## src/rtl/cam_ring_store.sv

```systemverilog
module cam_ring_store #(
  parameter int unsigned WORD_W     = 16,
  parameter int unsigned DEPTH_BITS = 6,
  localparam int unsigned DEPTH     = 1 << DEPTH_BITS
) (
  input  logic                           clk_i,
  input  logic                           rst_ni,
  input  logic                           wr_en_i,
  input  logic [WORD_W-1:0]              word_i,
  output logic [DEPTH-1:0][WORD_W-1:0]   data_o,
  output logic [DEPTH-1:0]               fill_o
);

  logic [DEPTH_BITS-1:0] wr_ptr_q;

  // power-of-two depth: pointer wraps by overflow
  always_ff @(posedge clk_i or negedge rst_ni) begin
    if (!rst_ni)      wr_ptr_q <= '0;
    else if (wr_en_i) wr_ptr_q <= wr_ptr_q + 1'b1;
  end

  for (genvar g = 0; g < DEPTH; g++) begin : g_slot
    logic sel_w;
    assign sel_w = wr_en_i && (wr_ptr_q == DEPTH_BITS'(g));

    always_ff @(posedge clk_i or negedge rst_ni) begin
      if (!rst_ni) begin
        fill_o[g] <= 1'b0;
        data_o[g] <= '0;
      end else if (sel_w) begin
        fill_o[g] <= 1'b1;
        data_o[g] <= word_i;
      end
    end
  end

  assert_ptr_step_R2: assert property (@(posedge clk_i) disable iff (!rst_ni)
    wr_en_i |=> wr_ptr_q == DEPTH_BITS'($past(wr_ptr_q) + 1'b1));

  assert_ptr_hold_R9: assert property (@(posedge clk_i) disable iff (!rst_ni)
    !wr_en_i |=> $stable(wr_ptr_q));

  assert_fill_mono_R8: assert property (@(posedge clk_i) disable iff (!rst_ni)
    !wr_en_i |=> $stable(fill_o));

endmodule

```

## src/rtl/cam_ring_match.sv

```systemverilog
module cam_ring_match #(
  parameter int unsigned WORD_W     = 16,
  parameter int unsigned DEPTH_BITS = 6,
  localparam int unsigned DEPTH     = 1 << DEPTH_BITS
) (
  input  logic [WORD_W-1:0]             word_i,
  input  logic [DEPTH-1:0][WORD_W-1:0]  data_i,
  input  logic [DEPTH-1:0]              fill_i,
  output logic [DEPTH-1:0]              hit_o
);

  // equal when xor is all zero; unfilled slots masked
  for (genvar g = 0; g < DEPTH; g++) begin : g_cmp
    assign hit_o[g] = fill_i[g] && ~|(data_i[g] ^ word_i);
  end

endmodule

```

## src/rtl/cam_ring_prio.sv

```systemverilog
module cam_ring_prio #(
  parameter int unsigned DEPTH_BITS = 6,
  localparam int unsigned DEPTH     = 1 << DEPTH_BITS
) (
  input  logic [DEPTH-1:0]      hit_i,
  output logic [DEPTH_BITS-1:0] sel_o,
  output logic                  any_o
);

  // later iterations win: highest set bit
  always_comb begin
    sel_o = '0;
    any_o = 1'b0;
    for (int i = 0; i < DEPTH; i++) begin
      if (hit_i[i]) begin
        sel_o = DEPTH_BITS'(i);
        any_o = 1'b1;
      end
    end
  end

endmodule

```

## src/rtl/cam_ring_lookup.sv

```systemverilog
module cam_ring_lookup #(
  parameter int unsigned WORD_W     = 16,
  parameter int unsigned DEPTH_BITS = 6,
  localparam int unsigned DEPTH     = 1 << DEPTH_BITS
) (
  input  logic                  clk_i,
  input  logic                  rst_ni,
  input  logic [WORD_W-1:0]     word_i,
  input  logic                  rd_en_i,
  input  logic                  wr_en_i,
  output logic [DEPTH_BITS-1:0] idx_o,
  output logic                  idx_vld_o
);

  logic [DEPTH-1:0][WORD_W-1:0] data_w;
  logic [DEPTH-1:0]             fill_w;
  logic [DEPTH-1:0]             hit_w;
  logic [DEPTH_BITS-1:0]        sel_w;
  logic                         any_w;
  logic                         found_w;

  cam_ring_store #(.WORD_W(WORD_W), .DEPTH_BITS(DEPTH_BITS)) u_store (
    .clk_i   (clk_i),
    .rst_ni  (rst_ni),
    .wr_en_i (wr_en_i),
    .word_i  (word_i),
    .data_o  (data_w),
    .fill_o  (fill_w)
  );

  // compares pre-write contents: store updates on the same edge
  cam_ring_match #(.WORD_W(WORD_W), .DEPTH_BITS(DEPTH_BITS)) u_match (
    .word_i (word_i),
    .data_i (data_w),
    .fill_i (fill_w),
    .hit_o  (hit_w)
  );

  cam_ring_prio #(.DEPTH_BITS(DEPTH_BITS)) u_prio (
    .hit_i (hit_w),
    .sel_o (sel_w),
    .any_o (any_w)
  );

  assign found_w = rd_en_i && any_w;

  always_ff @(posedge clk_i or negedge rst_ni) begin
    if (!rst_ni) begin
      idx_o     <= '0;
      idx_vld_o <= 1'b0;
    end else begin
      idx_vld_o <= found_w;
      idx_o     <= found_w ? sel_w : '0;
    end
  end

  assert_idle_quiet_R5: assert property (@(posedge clk_i) disable iff (!rst_ni)
    !rd_en_i |=> !idx_vld_o && idx_o == '0);

  assert_miss_zero_R4: assert property (@(posedge clk_i) disable iff (!rst_ni)
    !idx_vld_o |-> idx_o == '0);

  assert_true_hit_R3: assert property (@(posedge clk_i) disable iff (!rst_ni)
    any_w |-> hit_w[sel_w] && fill_w[sel_w] && data_w[sel_w] == word_i);

  assert_highest_R6: assert property (@(posedge clk_i) disable iff (!rst_ni)
    any_w |-> (hit_w >> sel_w) == DEPTH'(1));

endmodule

```

## config.mk

```make
export PLATFORM = sky130hd
export DESIGN_NAME = cam_ring_lookup
export DESIGN_NICKNAME = d
export VERILOG_FILES = /design/src/rtl/cam_ring_store.sv /design/src/rtl/cam_ring_match.sv /design/src/rtl/cam_ring_prio.sv /design/src/rtl/cam_ring_lookup.sv
export SDC_FILE = /design/constraint.sdc
export NUM_CORES = 2
export LEC_CHECK = 0
export BUFFER_PORTS_ARGS = -buffer_cell sky130_fd_sc_hd__buf_2
export CORE_UTILIZATION = 60
export DETAILED_ROUTE_END_ITERATION = 8
export PLACE_DENSITY = 0.82
export SLEW_MARGIN = 30
export SYNTH_ARGS = -nofsm -noshare
export SYNTH_HDL_FRONTEND = slang
export SYNTH_SLANG_ARGS = --single-unit
```

## constraint.sdc

```tcl
create_clock -name clk_i -period 8.3 [get_ports clk_i]
set_clock_uncertainty 0.15 [all_clocks]
set_input_delay 0.83 -clock clk_i [delete_from_list [all_inputs] [get_ports clk_i]]
set_output_delay 0.83 -clock clk_i [all_outputs]
set_load 0.05 [all_outputs]
```

# == Word-level counts from Yosys, hierarchy flattened ==
# Cells that the tools add are included.
# totals
reg_bits,1101
wordCells,645
in_bits,20
output_inout_bits,7
# op_classes
bitwise,64
reduce_logical,258
eq_ne,63
muxes,128
add_sub_neg,1
# ops
operator,count
$reduce_or 16->1,64
$xor 16x16->16,64
$mux 6,33
$eq 6x6->1 const B,32
$logic_and 1x1->1,129
$eq 6x5->1 const B,16
$mux 5,16
$mux 1,65
$logic_not 1->1,64
$eq 6x4->1 const B,8
$mux 4,8
$eq 6x3->1 const B,4
$eq 6x2->1 const B,2
$mux 3,4
$add 6x1->6 const B,1
$eq 6x1->1 const B,1
$logic_not 6->1,1
$mux 2,2

# == Longest topological paths before layout ==
# logic_depth
depth_word,70
mapped_depth,16
ltp_nobuf,13

# == Modules after synthesis ==
# Synthesis repeated with hierarchy kept, for this count alone.
# unflattened
hier_cells,4169
hier_area_um2,54616.1
# by_module_without_submodules
module,seq_area_each_um2,cells_each,area_each_um2,instances
cam_ring_store,27376.3,2492,41169.5,1
cam_ring_match,0.0,1520,12399.4,1
cam_ring_prio,0.0,143,827.0,1
cam_ring_lookup,175.2,14,220.2,1

# == Worst setup path before layout ==
# No wires, ideal clock.
# synth_timing
path_type,input port to flip-flop
start,input word_i[3]
end,register idx_o[0]
path_slack_ns,4.764
t_required_ns,8.011
setup_ns,0.139
arrival_time_ns,3.247
n_path_buf,3
path_stages,12
path_cell_list,buf_4 > buf_2 > buf_2 > xnor2_1 > nand4_1 > nor4_1 > o21ai_0 > or3_1 > nor2_1 > o221ai_1 > nor2_1 > nor4_2
# synth_between
elab_chain_len,70
word_cells_on_any_way,385
cone_classes,mux (128); bitwise (64); reduce/logical (193)
# synth_lines
element,line,text
"start, declared",cam_ring_lookup.sv:8,"input logic [WORD_W-1:0] word_i,"
$xor 16x16->16,cam_ring_match.sv:14,assign hit_o[g] = fill_i[g] && ~|(data_i[g] ^ word_i);
$reduce_or 16->1,cam_ring_match.sv:14,
$logic_not 1->1,cam_ring_match.sv:14,
$logic_and 1x1->1,cam_ring_match.sv:14,
$mux 1 (64 in a row),cam_ring_prio.sv:15,if (hit_i[i]) begin
$logic_and 1x1->1,cam_ring_lookup.sv:45,assign found_w = rd_en_i && any_w;
$mux 6 (*),cam_ring_lookup.sv:53,idx_o <= found_w ? sel_w : '0;
"end signal, assigned",cam_ring_lookup.sv:53,
"end, declared",cam_ring_lookup.sv:11,"output logic [DEPTH_BITS-1:0] idx_o,"
# Every way passes the cells marked *; elsewhere a longest branch is shown, timed or not.
# A chain may end at the register's enable or synchronous reset.

# == Final worst setup path ==
# layout_timing
start,input word_i[14]
end,register idx_o[1]
# Same word-level chain as after synthesis.

==> results by group <==
Synth
  • FF+latch count, synth: roughly 1.1k
  • Register area share after synthesis: about half
  • Number of synthesized flops with an enable pin: 0
  • Synthesis Warnings: 0
  • Syn Inst Count: 4159
  • Synth Cell Area: 0.0536 mm²
  • Syn Nets: 4183
  • Syn avg cell area: 12.9 µm²
  • Post-synthesis cell type count: 52
  • Async S/R FF share, synth: 100%
  • Ys flop type: dfrtp_1

Clock network
  • Post-cts repair resize count: 0
  • Clk Latency, worst-skew pair: 690 ps
  • Post-CTS Setup Bufs: 0
  • CTS Buf Count: about 110
  • CTS tree: done
  • Clock tree buffer depth: 3
  • # hold bufs at CTS: 0
  • Root Driver: clkbuf_16
  • CTS clock-pin slew for the worst setup and hold paths: 60 ps
  • Num Clock Sinks: 1101
  • H-tree levels: 3

Setup path
  • Worst Path Buf+Inv: 1
  • Critical path endpoint category: flop
  • WP data arrival: 4700 ps
  • Crit-path max FO: 62
  • Crit path max-delay cell type: a311oi_1
  • WP data required: 8710 ps
  • Worst path most repeated cell: nor4_1
  • Slowest stage delay, CP: 670 ps
  • Startpoint type of the worst setup path: input pin
  • Critical path cell sequence: buf_6, xor2_1, nor4_1, nand4_1, nor4_1, o31ai_1, a311oi_1, o31a_1, nor3_2, o221ai_1, a2111oi_2, o21ai_1, a21oi_1
  • CP delay by family, top: compound AO/OA/AOI/OAI gates
  • Crit Path Category: input pin to flop

Floorplan
  • Initial Util: 60.6%
  • I/O pin cnt: 27
  • Core region area: 0.0885 mm²
  • FP Rows: 109
  • Die Width: 301 µm
  • Die area: 0.0906 mm²
  • Die height: 301 µm

Run status
  • Status: finished with violations
  • Failing checks: DRC

STA
  • Pins over their slew limit: 0
  • Final setup vio count: 0
  • Slew headroom: 30.3%
  • Period Utilization, post-route: 51.7%
  • RSZ-0062 raised after global routing: false
  • Worst setup margin: 4010 ps
  • Achievable Freq: between 0.2 and 0.25 GHz
  • Final TNS setup: 0 ps
  • Min Tclk post-route: 4290 ps
  • Worst slew pin tran: a little over 1000 ps
  • Final hold violations: 0

GRT
  • Grt met2 use: roughly 44%
  • Initial antenna violation count: 4
  • First-pass GRT wire length: 189000 µm
  • Vias in the first global route: 33.2k
  • Met1 Use GR: 37.8%
  • Largest net degree at the start of global routing: 166
  • Grt total ovfl: 0
  • Met3 Usage GRT: 3.42%
  • Gr usage total: a little over a quarter
  • Busiest grt layer: met2

Job
  • Max-cap viol count: 0

Pwr
  • Power Density: 291 mW/mm²
  • VDD IR max: 0.000260 V
  • Pleak: 26.2 nW
  • Final Power: between 15 and 20 mW

Routing
  • Post-route DRC: 4
  • Starting DRT DRC Count: 2077
  • Final WL: ~120000 µm
  • Antenna-violating nets left: 0
  • Routed vias/inst: roughly 6
  • Drt wl/cell: roughly 22 µm
  • DRT Pass-1 Iters: 9
  • Total number of vias: around 32k

Finish
  • Area grow syn2layout: 9.59%
  • # nets final: 4117
  • Most frequent cells in the layout: dfrtp_1, mux2_2, xnor2_1, xor2_1, nand4_1
  • Most common cell after layout, fill and taps aside: dfrtp_1
  • Final instance area: just under 0.06 mm²
  • Layout cells sized above 1: 34.0%
  • Fillers: 6218

Placed design
  • Post-DP Area: roughly 0.055 mm²
  • Gpl congestion: 0.840
  • Post-DP HPWL: 69700 µm
  • Setup WS pre-CTS: 3460 ps
  • Buffers on Ports: 26

Min path
  • HP Class: input pin to asynchronous set/reset pin
-- worst paths after layout --
check                           depth (start not counted)                              end  slack [ps]                       startpoint
worst min register to register                          1    u_store.fill_o[2]$_DFFE_PN0P_         320    u_store.fill_o[2]$_DFFE_PN0P_
worst max register to register                         12               idx_o[1]$_DFF_PN0_        4370  u_store.data_o[158]$_DFFE_PN0P_
worst min-delay path                                    1  u_store.data_o[797]$_DFFE_PN0P_          60                           rst_ni
min in group clk_i                                      2               idx_o[4]$_DFF_PN0_         310                          rd_en_i
max in group asynchronous                               3  u_store.data_o[288]$_DFFE_PN0P_        5890                           rst_ni
worst max-delay path                                   13               idx_o[1]$_DFF_PN0_        4010                       word_i[14]
-- where the power goes --
group	switching, mW	internal [mW]
Sequential	1.04	6.91
Clock	2.13	3.12
Combinational	1.59	2.30
Total	4.76	12.3
-- layer usage --
metal / up-vias / part of all wire (%)
met5: - / 0
met4: 0 / 2.3
met3: 194 / 4.8
met2: 654 / 48
met1: 16500 / 45
li1: 14200 / -
-- Yosys cell counts, types with 3 or more instances --
library cell     n  share of area (%)
buf_6           23               0.48
nor2_1          73               0.51
nor4_2           6               0.14
nor3b_1          4              0.056
buf_1            3              0.021
and3_1           4              0.047
nor2b_1          4              0.047
o21ai_0         11               0.10
ha_1             4              0.093
and2_1          11               0.13
nand3_1         37               0.35
a21oi_1          8              0.075
a31oi_1          3              0.035
nor3_1          13               0.12
nand2b_1        23               0.27
nand2_1         91               0.64
xor2_1         216                3.5
nand3b_1         3              0.042
buf_2           45               0.42
mux2_2        1024                 21
dfrtp_1       1101                 51
nor4b_1          3              0.049
nor4_1         113                1.3
nand4_1        191                2.2
xnor2_1        813                 13
or2_2           52               0.61
clkbuf_1       191                1.3
a311oi_1         4              0.065
buf_4           44               0.62
inv_1           12              0.084
-- logic make-up after synthesis --
logic type | after synthesis | synth area share (%)
AOI/OAI and AO/OA | 48 | 0.639
xor gates and xnor gates | 1029 | 16.8
adders and majority gates | 4 | 0.0933
buffers and inverters | 318 | 2.96
DFF | 1101 | 51.4
muxes | 1024 | 21.5
and+or+nand+nor | 635 | 6.64
-- registers in the layout, summed over array words and instances, names as in the netlist --
| register | cells |
|---|---|
| idx_o | 6 |
| idx_vld_o | 1 |
| u_store.data_o | 1024 |
| u_store.fill_o | 64 |
| u_store.wr_ptr_q | 6 |
-- area by class of cell --
class | instances | area, µm² | area share [%]
Clock buffer | 174 | 3500 | 5.96
Antenna cell | 2 | 5.00 | 0.00851
Sequential cell | 1101 | 27600 | 46.9
Timing Repair Buffer | 126 | 1180 | 2.02
Inverter | 12 | 45.0 | 0.0766
Multi-Input combinational cell | 2740 | 24600 | 41.9
Clock inverter | 37 | 437 | 0.743
Tap cell | 1165 | 1460 | 2.48
-- metrics by stage --
step,std cells,utilization (%),hold WS (ps)
2_1_floorplan,4159,-,280
3_3_place_gp,5143,61.8,294
3_5_place_dp,5143,61.9,302
4_1_cts,5354,66.3,77.4
5_1_grt,5355,66.4,122
6_report,5357,66.4,57.7
Power figures use the tool's default switching activity.
